==> src/rtl/nest_irq_pkg.sv <==
package nest_irq_pkg;
  typedef logic [1:0] lvl_t;
  localparam lvl_t LVL_TOP = 2'd3;
  localparam lvl_t LVL_SWI = 2'd0;

  function automatic lvl_t lvl_raise(input lvl_t l);
    return (l == LVL_TOP) ? LVL_TOP : lvl_t'(l + 2'd1);
  endfunction
endpackage

==> src/rtl/nest_irq_src_map.sv <==
module nest_irq_src_map
  import nest_irq_pkg::*;
#(
  parameter int N_PER = 8,
  parameter int N_DBG = 2
) (
  input  logic [N_PER-1:0]             per_req_i,
  input  logic [2*N_PER-1:0]           per_lvl_i,
  input  logic [N_PER-1:0]             per_en_i,
  input  logic [N_DBG-1:0]             dbg_req_i,
  input  logic [2*N_DBG-1:0]           dbg_lvl_i,
  input  logic [N_DBG-1:0]             dbg_en_i,
  input  logic                         nmi_req_i,
  input  logic                         swi_req_i,
  output logic [N_PER+N_DBG+2-1:0]     req_o,
  output logic [N_PER+N_DBG+2-1:0]     ok_o,
  output lvl_t [N_PER+N_DBG+2-1:0]     lvl_o
);
  localparam int DBG_BASE = 2;
  localparam int PER_BASE = DBG_BASE + N_DBG;

  assign req_o[0] = nmi_req_i;
  assign ok_o[0]  = 1'b1;
  assign lvl_o[0] = LVL_TOP;
  assign req_o[1] = swi_req_i;
  assign ok_o[1]  = 1'b1;
  assign lvl_o[1] = LVL_SWI;

  for (genvar g = 0; g < N_DBG; g++) begin : g_dbg
    lvl_t l;
    assign l                   = dbg_lvl_i[2*g +: 2];
    assign req_o[DBG_BASE + g] = dbg_req_i[g];
    assign lvl_o[DBG_BASE + g] = l;
    assign ok_o[DBG_BASE + g]  = dbg_en_i[g] && (l != 2'd0);
  end

  for (genvar g = 0; g < N_PER; g++) begin : g_per
    lvl_t l;
    assign l                   = per_lvl_i[2*g +: 2];
    assign req_o[PER_BASE + g] = per_req_i[g];
    assign lvl_o[PER_BASE + g] = l;
    assign ok_o[PER_BASE + g]  = per_en_i[g] && (l != LVL_TOP);
  end
endmodule

==> src/rtl/nest_irq_arbiter.sv <==
module nest_irq_arbiter
  import nest_irq_pkg::*;
#(
  parameter int N  = 12,
  parameter int IW = (N > 1) ? $clog2(N) : 1
) (
  input  logic [N-1:0] pend_i,
  input  logic [N-1:0] ok_i,
  input  lvl_t [N-1:0] lvl_i,
  input  lvl_t         cur_i,
  output logic         found_o,
  output logic [IW-1:0] idx_o,
  output lvl_t         win_lvl_o
);
  // descending scan with >= leaves the lowest index on a level tie
  always_comb begin
    found_o   = 1'b0;
    idx_o     = '0;
    win_lvl_o = '0;
    for (int i = N - 1; i >= 0; i--) begin
      if (pend_i[i] && ok_i[i] && (lvl_i[i] >= cur_i) &&
          (!found_o || (lvl_i[i] >= win_lvl_o))) begin
        found_o   = 1'b1;
        idx_o     = IW'(i);
        win_lvl_o = lvl_i[i];
      end
    end
  end
endmodule

==> src/rtl/nest_irq_stack.sv <==
module nest_irq_stack
  import nest_irq_pkg::*;
#(
  parameter int DEPTH = 4,
  parameter int PW    = $clog2(DEPTH + 1),
  parameter int AW    = $clog2(DEPTH)
) (
  input  logic clk_i,
  input  logic rst_ni,
  input  logic push_i,
  input  logic pop_i,
  input  lvl_t din_i,
  output lvl_t top_o,
  output logic full_o,
  output logic empty_o
);
  lvl_t           mem_q [DEPTH];
  logic [PW-1:0]  ptr_q;
  logic [PW-1:0]  top_idx;

  assign full_o  = (ptr_q == PW'(DEPTH));
  assign empty_o = (ptr_q == '0);
  assign top_idx = ptr_q - 1'b1;
  assign top_o   = mem_q[top_idx[AW-1:0]];

  always_ff @(posedge clk_i or negedge rst_ni) begin
    if (!rst_ni) begin
      ptr_q <= '0;
      for (int i = 0; i < DEPTH; i++) mem_q[i] <= LVL_TOP;
    end else if (push_i) begin
      mem_q[ptr_q[AW-1:0]] <= din_i;
      ptr_q                <= ptr_q + 1'b1;
    end else if (pop_i) begin
      ptr_q <= ptr_q - 1'b1;
    end
  end

  // the controller must never push into a full stack
  a_r11_no_push_full: assert property (@(posedge clk_i) disable iff (!rst_ni)
    push_i |-> !full_o);
  // a pop only happens with a saved level present
  a_r8_no_pop_empty: assert property (@(posedge clk_i) disable iff (!rst_ni)
    pop_i |-> !empty_o);
  a_r11_no_push_pop: assert property (@(posedge clk_i) disable iff (!rst_ni)
    !(push_i && pop_i));
endmodule

==> src/rtl/nest_irq_ctrl.sv <==
module nest_irq_ctrl
  import nest_irq_pkg::*;
#(
  parameter int N_PER  = 8,
  parameter int N_DBG  = 2,
  parameter int DEPTH  = 4,
  parameter int VEC_W  = 7,
  parameter int ADDR_W = 16
) (
  input  logic                                clk_i,
  input  logic                                rst_ni,
  input  logic [N_PER-1:0]                    per_req_i,
  input  logic [2*N_PER-1:0]                  per_lvl_i,
  input  logic [N_PER-1:0]                    per_en_i,
  input  logic [N_DBG-1:0]                    dbg_req_i,
  input  logic [2*N_DBG-1:0]                  dbg_lvl_i,
  input  logic [N_DBG-1:0]                    dbg_en_i,
  input  logic                                nmi_req_i,
  input  logic                                swi_req_i,
  input  logic [(N_PER+N_DBG+2)*VEC_W-1:0]    src_vec_i,
  input  logic [ADDR_W-1:0]                   tbl_base_i,
  input  logic                                data_mode_i,
  input  logic                                rti_i,
  input  logic                                lvl_wr_i,
  input  logic [1:0]                          lvl_wdata_i,
  output logic                                ack_o,
  output logic [VEC_W-1:0]                    ack_vec_o,
  output logic [ADDR_W-1:0]                   ack_addr_o,
  output logic                                ack_data_o,
  output logic [1:0]                          cur_lvl_o,
  output logic                                ovf_o
);
  localparam int N       = N_PER + N_DBG + 2;
  localparam int IW      = (N > 1) ? $clog2(N) : 1;
  localparam int SWI_IDX = 1;

  logic [N-1:0]  src_req, src_ok, pend_q, clr;
  lvl_t [N-1:0]  src_lvl;
  logic          found;
  logic [IW-1:0] win_idx;
  lvl_t          win_lvl, cur_q, cur_d, stk_top;
  logic          stk_full, stk_empty, accept, pop;
  logic [VEC_W-1:0] win_vec;
  lvl_t          ack_lvl_q;
  logic          ack_swi_q;

  nest_irq_src_map #(.N_PER(N_PER), .N_DBG(N_DBG)) u_map (
    .per_req_i, .per_lvl_i, .per_en_i,
    .dbg_req_i, .dbg_lvl_i, .dbg_en_i,
    .nmi_req_i, .swi_req_i,
    .req_o(src_req), .ok_o(src_ok), .lvl_o(src_lvl)
  );

  nest_irq_arbiter #(.N(N), .IW(IW)) u_arb (
    .pend_i(pend_q), .ok_i(src_ok), .lvl_i(src_lvl), .cur_i(cur_q),
    .found_o(found), .idx_o(win_idx), .win_lvl_o(win_lvl)
  );

  assign accept = found && !rti_i && !lvl_wr_i && !stk_full;
  assign pop    = rti_i && !stk_empty;

  nest_irq_stack #(.DEPTH(DEPTH)) u_stk (
    .clk_i, .rst_ni,
    .push_i(accept), .pop_i(pop), .din_i(cur_q),
    .top_o(stk_top), .full_o(stk_full), .empty_o(stk_empty)
  );

  always_comb begin
    cur_d = cur_q;
    if (rti_i) begin
      if (!stk_empty) cur_d = stk_top;
    end else if (lvl_wr_i) begin
      cur_d = lvl_wdata_i;
    end else if (accept && (win_idx != IW'(SWI_IDX))) begin
      cur_d = lvl_raise(win_lvl);
    end
  end

  always_comb begin
    clr = '0;
    if (accept) clr[win_idx] = 1'b1;
  end

  assign win_vec = src_vec_i[win_idx*VEC_W +: VEC_W];

  always_ff @(posedge clk_i or negedge rst_ni) begin
    if (!rst_ni) begin
      cur_q      <= LVL_TOP;
      pend_q     <= '0;
      ack_o      <= 1'b0;
      ack_vec_o  <= '0;
      ack_addr_o <= '0;
      ack_data_o <= 1'b0;
      ack_lvl_q  <= '0;
      ack_swi_q  <= 1'b0;
    end else begin
      cur_q  <= cur_d;
      pend_q <= (pend_q & ~clr) | src_req;
      ack_o  <= accept;
      if (accept) begin
        ack_vec_o  <= win_vec;
        ack_addr_o <= tbl_base_i + ADDR_W'({win_vec, 1'b0});
        ack_data_o <= data_mode_i;
        ack_lvl_q  <= win_lvl;
        ack_swi_q  <= (win_idx == IW'(SWI_IDX));
      end
    end
  end

  assign cur_lvl_o = cur_q;
  assign ovf_o     = found && stk_full;

  // an accepted level never lies below the level in force before it
  a_r4_no_low_accept: assert property (@(posedge clk_i) disable iff (!rst_ni)
    ack_o |-> ack_lvl_q >= $past(cur_lvl_o));
  // a non-software acceptance below the top leaves the core above it
  a_r6_level_raised: assert property (@(posedge clk_i) disable iff (!rst_ni)
    (ack_o && !ack_swi_q && ack_lvl_q != LVL_TOP) |-> cur_lvl_o > ack_lvl_q);
  // software acceptance keeps the level
  a_r7_swi_keeps_level: assert property (@(posedge clk_i) disable iff (!rst_ni)
    (ack_o && ack_swi_q) |-> cur_lvl_o == $past(cur_lvl_o));
  // no acknowledge follows a return cycle
  a_r8_rti_blocks_ack: assert property (@(posedge clk_i) disable iff (!rst_ni)
    rti_i |=> !ack_o);
  // no acknowledge follows a load cycle
  a_r12_load_blocks_ack: assert property (@(posedge clk_i) disable iff (!rst_ni)
    lvl_wr_i |=> !ack_o);
endmodule

==> config.mk <==
export PLATFORM = sky130hd
export DESIGN_NAME = nest_irq_ctrl
export DESIGN_NICKNAME = d
export VERILOG_FILES = /design/src/rtl/nest_irq_pkg.sv /design/src/rtl/nest_irq_src_map.sv /design/src/rtl/nest_irq_arbiter.sv /design/src/rtl/nest_irq_stack.sv /design/src/rtl/nest_irq_ctrl.sv
export SDC_FILE = /design/constraint.sdc
export NUM_CORES = 1
export LEC_CHECK = 0
export ABC_AREA = 1
export BUFFER_PORTS_ARGS = -buffer_cell sky130_fd_sc_hd__buf_2
export CORE_MARGIN = 3
export CORE_UTILIZATION = 52
export DETAILED_ROUTE_END_ITERATION = 8
export GPL_ROUTABILITY_DRIVEN = 0
export GPL_TIMING_DRIVEN = 1
export PLACE_DENSITY = 0.8
export SYNTH_ARGS = -nofsm -noshare
export SYNTH_HDL_FRONTEND = slang
export SYNTH_SLANG_ARGS = --single-unit
==> constraint.sdc <==
create_clock -name clk_i -period 14.1 [get_ports clk_i]
set_input_delay 2.82 -clock clk_i [delete_from_list [all_inputs] [get_ports clk_i]]
set_output_delay 2.82 -clock clk_i [all_outputs]
set_load 0.02 [all_outputs]
==> results by stage, run 1 <==
Timing:
- The post-route minimum period is 14330 ps.
- The slew at the pin closest to its max-slew limit is 646 ps.
- The setup slack after layout is -231 ps.
- In the finished design, the share of the clock period the worst path needs comes to 1.02.
- Headroom to the max-slew limit came out at 0.570.
- Setup repair after global routing could not meet its margin everywhere.
- The number of endpoints with negative hold slack in the final report came to 0.
- The maximum clock skew at final layout is 5.94 ps.
- The highest clock frequency the design can meet is 69.8 MHz.
- Final hold analysis gives a worst-case slack of 483 ps.
- The final-report max-slew violation count is 0.
- The number of endpoints failing setup at the final stage is 6.

Power:
- The internal power of the cells totals 0.000811 W.
- The leakage dissipation is 4.57 nW.
- The worst-case IR drop observed on VDD is 0.000137 V.
- The power per standard cell area is 202 mW/mm².
- Of the total power, the share spent switching nets is 0.487.
- The proportion of power drawn by the clock network is 0.054.
- The analysis attributes to net switching a power of 0.000769 W.
- Of the total power, combinational logic draws 0.790.
- The share of total power dissipated in sequential elements is 0.156.

Route:
- The routed wirelength normalized by instance count is 14.2 µm.
- Using the TritonRoute via totals, the vias-per-cell ratio works out to 5.11.
- In this run the remaining antenna-violating nets after routing total 0.
- The iteration-0 DRC count of the detailed router is 375.
- The number of DRC violations after detailed routing is 0.
- The number of detailed-routing iterations run before antenna repair is 5.
- Across all layers, the routed design uses 6529 vias.
- The routed wire length is 18100 µm.

GRT:
- The overall routing resource usage is 0.270.
- After global routing, the most crowded layer is met2.
- In the global route stage, met2 resource usage came out at 0.486.
- For met3 alone, demand over resource in global routing was 0.0294.
- The first global-routing pass estimated 25700 µm of wire.
- The number of antenna violations at the first check in global routing is 0.
- The number of global-route vias before repair is 5935.
- The met1 layer usage reported by global route is 0.343.
- The overall overflow remaining after global route is 0.
- The maximum number of pins on one net before global-route repair is 51.

Clock network:
- The cell sitting at the root of the clock tree is a sky130_fd_sc_hd__clkbuf_8.
- The CTS tree is done.
- The number of buffers created by CTS is 5.
- Clock latency on the worst-skew pair, taken at its later pin, is 310 ps.
- The clock transition time at the flip-flop clock pins of the worst setup and hold paths is 100 ps.
- The largest buffer count on any clock path is 2.
- Clock tree synthesis found a total of 50 sinks.
- CTS built an H-tree with a depth of 2.

Setup path:
- The count of buffer and inverter cells on the critical path is 19.
- The arrival time at the worst endpoint is 14520 ps.
- The worst setup path is of the input pin to register kind.
- The endpoint kind of the worst setup timing path is a register.
- The required time of the critical path is 14290 ps.
- The maximum fanout count along the critical path is 7.
- On the critical path the largest part of the delay comes from simple AND/OR/NAND/NOR gates.
- The standard cell with the maximum stage delay on the critical path is sky130_fd_sc_hd__or3b_4.
- The internal reg-to-reg setup slack is 1530 ps.
- The largest single stage delay on the critical path is 390 ps.
- The startpoint type of the worst setup path is an input pin.
- The most numerous cell type found on the critical path is sky130_fd_sc_hd__nand2_2.

Status:
- The final reports fail on negative setup slack.
- The run finished, with violations left.

Synth:
- Counting flops and latches in the post-synthesis netlist gives 50.
- The commonest cells after synthesis are sky130_fd_sc_hd__nand2_1 (345), sky130_fd_sc_hd__inv_1 (136), sky130_fd_sc_hd__nand3_1 (53).
- The library cell with the largest summed area after synthesis is sky130_fd_sc_hd__nand2_1.
- Synthesis handed over a netlist of 862 instances.
- The cell with the most instances after synthesis is sky130_fd_sc_hd__nand2_1.
- The area of the mapped netlist is 0.00534 mm².
- The fraction of registers with async set/reset is 1.00.
- Synthesis instantiated 42 different standard cells from the library.
- The net count after synthesis is 1060.
- A synthesized cell averages 6.20 µm².
- The number of flops mapped to enable cells by yosys is 0.
- Sorting the synthesized cells by area gives the leading types as sky130_fd_sc_hd__nand2_1 (24%), sky130_fd_sc_hd__dfrtp_1 (19%), sky130_fd_sc_hd__ha_1 (11%).
- Of the post-synthesis cell area, the dominant cell type holds 0.242.
- The share of the Yosys chip area taken by registers is 0.237.
- During synthesis, Yosys emitted a total of 0 warnings.
- For this run, the leading register cell type out of synthesis is sky130_fd_sc_hd__dfrtp_1.

Finish:
- The final layout contains 1342 nets.
- The finished layout holds 1278 standard cells, fillers aside.
- Relative to the synthesized area, the layout overhead comes to 46.4%.
- The fraction of layout cells with a size suffix above 1 is 0.395.
- The antenna diode count is 0.

Die:
- The die is 107 µm wide.
- The floorplan die area is 0.0115 mm².
- The height of the die is 107 µm.
- The initial utilization of the core area, before any placement, comes to 0.542.
- The top-level port count is 177.
- Row generation in the floorplan step produced 36 rows.
- The placeable core region is 0.00986 mm².

Run:
- Across the run, the number of max-cap violations was 0.

Placed design:
- Port buffering added 176 buffers.
- The sum of net half-perimeters after detailed placement is 12300 µm.
- Once placement completed, the tool counted placed cells totaling 1237.
- The worst slack at placement is -615 ps.

Worst hold path:
- The tightest min-delay check is of the register to register type.
[per-stage QoR]
stage	cell area [µm²]	utilization	setup TNS, ps	total power [W]
final	7820	0.793	-736	0.00158
after global routing	7820	0.793	-7570	0.00171
after CTS	7220	0.732	0	0.00136
after detailed placement	6950	0.705	-4380	0.00119
after global placement	6950	0.705	-913	0.00117
after floorplan	5340	-	0	0.000849
[layer usage]
| metal | vias to the layer above | share of wire |
|---|---|---|
| li1 | 3252 | - |
| met1 | 2971 | 0.40 |
| met2 | 252 | 0.51 |
| met3 | 54 | 0.054 |
| met4 | 0 | 0.028 |
| met5 | - | 0 |
[state kept, by name, indices dropped and copies added, names as in the netlist]
register,count
cur_lvl_o,2
ack_vec_o,7
u_stk.mem_q,8
ack_addr_o,16
ack_o,1
pend_q,12
ack_data_o,1
u_stk.ptr_q,3
[tightest hold or removal path: stages, from the launching register on]
cell	delay [ps]
sky130_fd_sc_hd__dfrtp_1	350
sky130_fd_sc_hd__nand2_1	50
sky130_fd_sc_hd__nand2_1	50
[power by group through the flow]
stage	logic, W	registers [W]	clock network [W]
after floorplan	0.000568	0.000280	0
after global placement	0.000928	0.000245	0
after detailed placement	0.000949	0.000245	0
after CTS	0.00103	0.000244	0.0000863
after global routing	0.00137	0.000253	0.0000923
final	0.00125	0.000246	0.0000852
[what timing repair did]
| item | 4_1_cts | 5_1_grt |
|---|---|---|
| gates resized for setup | 30 | 102 |
| endpoints found under the hold margin | 0 | 0 |
| hold buffers | 0 | 0 |
| gates cloned | 1 | 0 |
| endpoints found under the setup margin | 8 | 15 |
| buffers inserted | 8 | 24 |
| pin swaps | 19 | 83 |
[logic make-up after synthesis]
logic type	share of synthesized area
DFF	0.237
adders and majority gates	0.116
and+or+nand+nor	0.396
xor gates and xnor gates	0.0164
AOI/OAI and AO/OA	0.106
buffers and inverters	0.130
[path summary, 6_finish.rpt]
| kind | start | endpoint | depth (start not counted) |
|---|---|---|---|
| worst max register to register | cur_lvl_o[1] | ack_addr_o[15] | 106 |
| min in group asynchronous | rst_ni | u_stk.ptr_q[0] | 2 |
| worst min-delay path | ack_vec_o[3] | ack_vec_o[3] | 2 |
| worst min register to register | ack_vec_o[3] | ack_vec_o[3] | 2 |
| max in group asynchronous | rst_ni | ack_vec_o[5] | 2 |
| worst max-delay path | per_lvl_i[15] | ack_addr_o[15] | 105 |
[cell type report]
class | count | area [µm²]
inverters | 151 | 574
fillers | 701 | 2040
flip-flops and latches | 50 | 1260
clock buffers | 6 | 72.6
well taps | 133 | 166
clock inverters | 2 | 12.5
repair buffers | 297 | 1900
multi-input cells | 639 | 3830
[cells in the final DEF, fill, tap and decap left out, drive strengths merged, types with 2 or more instances in the layout]
cell / count
a21oi: 26
and2: 4
buf: 297
clkbuf: 6
clkinv: 5
dfrtp: 40
dfstp: 10
ha: 48
inv: 148
nand2: 362
nand3: 59
nand3b: 23
nand4: 4
nor2: 23
o2111ai: 4
o21a: 5
o21ai: 57
o21bai: 2
o31ai: 3
or2: 3
xnor2: 3
xor2: 7
Power figures use the tool's default switching activity.
==> run 2, diff against run 1 <==
- REMOVE_ABC_BUFFERS: default -> 1
==> run 2 against run 1 <==
Net effect: the run still ends with negative setup slack left; first-iteration DRC count increased by 1.6%; global-route usage up 2.5 points; count of clock-buffer cells in the layout shrank 1; critical path type unchanged; largest cell class unchanged; largest power group unchanged.
==> results by stage, run 2 (synthesis gave the netlist of run 1 again) <==
Timing:
- Unrepaired setup endpoints after global routing: true (unchanged).
- The number of endpoints with negative hold slack in the final report was 0 (unchanged).
- The number of endpoints failing setup at the final stage is 5 (was 6).
- The highest clock frequency the design can meet was 69.6 MHz (was 69.8 MHz).
- The maximum clock skew at final layout is 15.3 ps (was 5.94 ps).
- The worst slew margin relative to its limit was 0.573 (was 0.570).
- The setup slack after layout is -259 ps (was -231 ps).
- The final-report max-slew violation count came to 0 (unchanged).
- The final worst hold slack is 483 ps (about the same).
- The portion of the clock cycle consumed by the worst path in the final layout was 1.02 (about the same).
- The post-route minimum period is 14360 ps (was 14330 ps).
- The slew at the pin closest to its max-slew limit is 640 ps (was 646 ps).

Route:
- The number of detailed-routing iterations run before antenna repair came to 5 (unchanged).
- The number of DRC violations after detailed routing is 0 (unchanged).
- The routed wirelength normalized by instance count is 14.8 µm (was 14.2 µm).
- The detailed-route vias per instance was 5.18 (was 5.11).
- The residual antenna-violating net count after detailed routing is 0 (unchanged).
- The iteration-0 DRC count of the detailed router is 381 (was 375).
- The via count of the routed design is 6640 (was 6529).
- The routed wire length is 18900 µm (was 18100 µm).

Finish:
- Biggest registers after layout: ack_addr_o x16, pend_q x12, u_stk.mem_q x8 (unchanged).
- The number of nets in the final layout came to 1347 (was 1342).
- The finished layout cell area was 0.00796 mm² (was 0.00782 mm²).
- The final cell count without fillers was 1283 (was 1278).
- The fraction of layout cells with a size suffix above 1 was 0.413 (was 0.395).
- The synthesis-to-finish area growth came to 48.9% (was 46.4%).
- Commonest non-fill, non-tap cells in the layout: sky130_fd_sc_hd__nand2_1 (305), sky130_fd_sc_hd__buf_2 (174), sky130_fd_sc_hd__inv_1 (124) (was sky130_fd_sc_hd__nand2_1 (308), sky130_fd_sc_hd__buf_2 (174), sky130_fd_sc_hd__inv_1 (126)).
- The most common cell after layout, fill and taps aside is sky130_fd_sc_hd__nand2_1 (unchanged).
- The top register by number of flip-flops is ack_addr_o (unchanged).
- The end-of-flow core utilization is 0.807 (was 0.793).
- The flip-flop count of the largest register, all copies and words added is 16 (unchanged).
- The antenna diode count is 0 (unchanged).

Clock network:
- The clock tree root buffer cell is sky130_fd_sc_hd__clkbuf_8 (unchanged).
- The insertion delay of the later-clocked pin in the worst-skew pair was 320 ps (was 310 ps).
- The number of hold buffers added after cts came to 0 (unchanged).
- The CTS tree is done (unchanged).
- The clock transition time at the flip-flop clock pins of the worst setup and hold paths is 90 ps (was 100 ps).
- The number of H-tree levels is 2 (unchanged).
- The number of clock sinks is 50 (unchanged).
- The largest buffer count on any clock path is 2 (unchanged).
- The number of buffers created by CTS came to 5 (unchanged).

Setup path:
- The most frequent cell on the critical path is sky130_fd_sc_hd__nand2_2 (unchanged).
- The required time of the critical path is 14290 ps (about the same).
- The endpoint kind of the worst setup timing path is a register (unchanged).
- The maximum fanout count along the critical path is 5 (was 7).
- The worst setup path startpoint is per_lvl_i[15] (unchanged).
- The maximum single-stage delay on the critical path was 400 ps (was 390 ps).
- The source of the worst register-to-register timing path is cur_lvl_o[1] (unchanged).
- The startpoint type of the worst setup path is an input pin (unchanged).
- The standard cell with the maximum stage delay on the critical path is sky130_fd_sc_hd__or3b_4 (unchanged).
- The startpoint-to-endpoint class of the critical path is input pin to register (unchanged).
- The arrival time at the worst endpoint was 14550 ps (was 14520 ps).
- The internal reg-to-reg setup slack is 1480 ps (was 1530 ps).

Placed design:
- The number of buffer cells added on primary ports is 176 (unchanged).
- The placed instance count is 1233 (was 1237).
- The cell area after placement is 0.00692 mm² (was 0.00695 mm²).
- The sum of net half-perimeters after detailed placement was 12400 µm (was 12300 µm).
- The worst slack at placement is -736 ps (was -615 ps).

Worst hold path:
- The kind of path behind the tightest hold check is register to register (unchanged).
- The hold path startpoint is ack_vec_o[6] (was ack_vec_o[3]).

Power:
- The leakage dissipation is 4.58 nW (was 4.57 nW).
- The switching share of power came to 0.495 (was 0.487).
- The share of power burned in combinational logic came to 0.791 (was 0.790).
- The highest ir drop seen on vdd is 0.000109 V (was 0.000137 V).
- The cell-internal power is 0.000810 W (was 0.000811 W).
- The sequential share of power came to 0.153 (was 0.156).
- The switching power summed over all nets is 0.000794 W (was 0.000769 W).
- The proportion of power drawn by the clock network was 0.056 (was 0.054).
- The power per standard cell area is 202 mW/mm² (about the same).

Die:
- The placeable core region is 0.00986 mm² (unchanged).
- The effective utilization at floorplan is 0.542 (unchanged).
- The height of the die is 107 µm (unchanged).
- The floorplan die area is 0.0115 mm² (unchanged).
- The overall die width was 107 µm (unchanged).
- The top-level port count is 177 (unchanged).
- The cell row count was 36 (unchanged).

GRT:
- The number of antenna violations at the first check in global routing is 0 (unchanged).
- The overall routing resource usage is 0.295 (was 0.270).
- The maximum number of pins on one net before global-route repair is 51 (unchanged).
- The number of global-route vias before repair was 6330 (was 5935).
- The overall overflow remaining after global route came to 0 (unchanged).
- The first-pass GRT wire length is 27900 µm (was 25700 µm).

Run:
- The number of max-cap violations came to 0 (unchanged).

Status:
- Violations in the final reports: negative setup slack (unchanged).
- Status: complete, but fails checks (unchanged).
run 2: cell count changes in the layout (fill, tap and decap cells not counted), sizes merged:
| cell | delta |
|---|---|
| clkinvlp | +3 |
| buf | +5 |
| clkbuf | -1 |
| inv | -2 |
run 2: worst paths after layout:
path	end	cells past startpoint
min in group asynchronous	u_stk.ptr_q[0]	2
worst max register to register	ack_addr_o[15]	107
max in group asynchronous	ack_vec_o[1]	2
worst max-delay path	ack_addr_o[15]	106
worst min register to register	ack_vec_o[6]	2
worst min-delay path	ack_vec_o[6]	2
run 2: cell type report:
type / count / area (µm²)
clock inverters: 3 / 23.8
fillers: 679 / 1910
well taps: 133 / 166
multi-input cells: 639 / 3930
repair buffers: 302 / 1930
flip-flops and latches: 50 / 1260
inverters: 151 / 573
clock buffers: 5 / 68.8
run 2: metrics by stage:
step | setup TNS (ps) | total power (W)
final | -625 | 0.00160
after global routing | -7210 | 0.00174
after CTS | 0 | 0.00141
after detailed placement | -4530 | 0.00118
after global placement | -513 | 0.00116
after floorplan | -1760 | 0.000808
run 2: worst max-delay path, delay by kind of cell:
| family | cells | cell delay [ps] |
|---|---|---|
| simple gates | 58 | 5640 |
| compound gates | 18 | 1680 |
| buf+inv | 17 | 1340 |
| fa+ha+maj | 12 | 2900 |
| xor+xnor | 1 | 130 |
run 2: timing repair:
| item | 4_1_cts | 5_1_grt |
|---|---|---|
| hold endpoints to repair | 0 | 0 |
| setup endpoints to repair | 8 | 14 |
| cloned | 3 | 0 |
| gates resized for setup | 44 | 102 |
| buffers inserted | 21 | 21 |
| pin swaps | 31 | 90 |
run 2: power by group through the flow:
stage                Clock, W  Sequential [W]  Combinational [W]
floorplan                   0        0.000280           0.000528
global placement            0        0.000243           0.000913
detailed placement          0        0.000244           0.000934
CTS                 0.0000908        0.000242            0.00108
global route        0.0000951        0.000252            0.00139
finish              0.0000900        0.000245            0.00127
run 2: routing by layer:
| layer | global-route usage | up-vias | wire length [µm] |
|---|---|---|---|
| met5 | 0 | - | 0 |
| met4 | 0.106 | 0 | 942 |
| met3 | 0.0480 | 86 | 1230 |
| met2 | 0.534 | 304 | 9280 |
| met1 | 0.350 | 2989 | 7470 |
| li1 | - | 3261 | - |
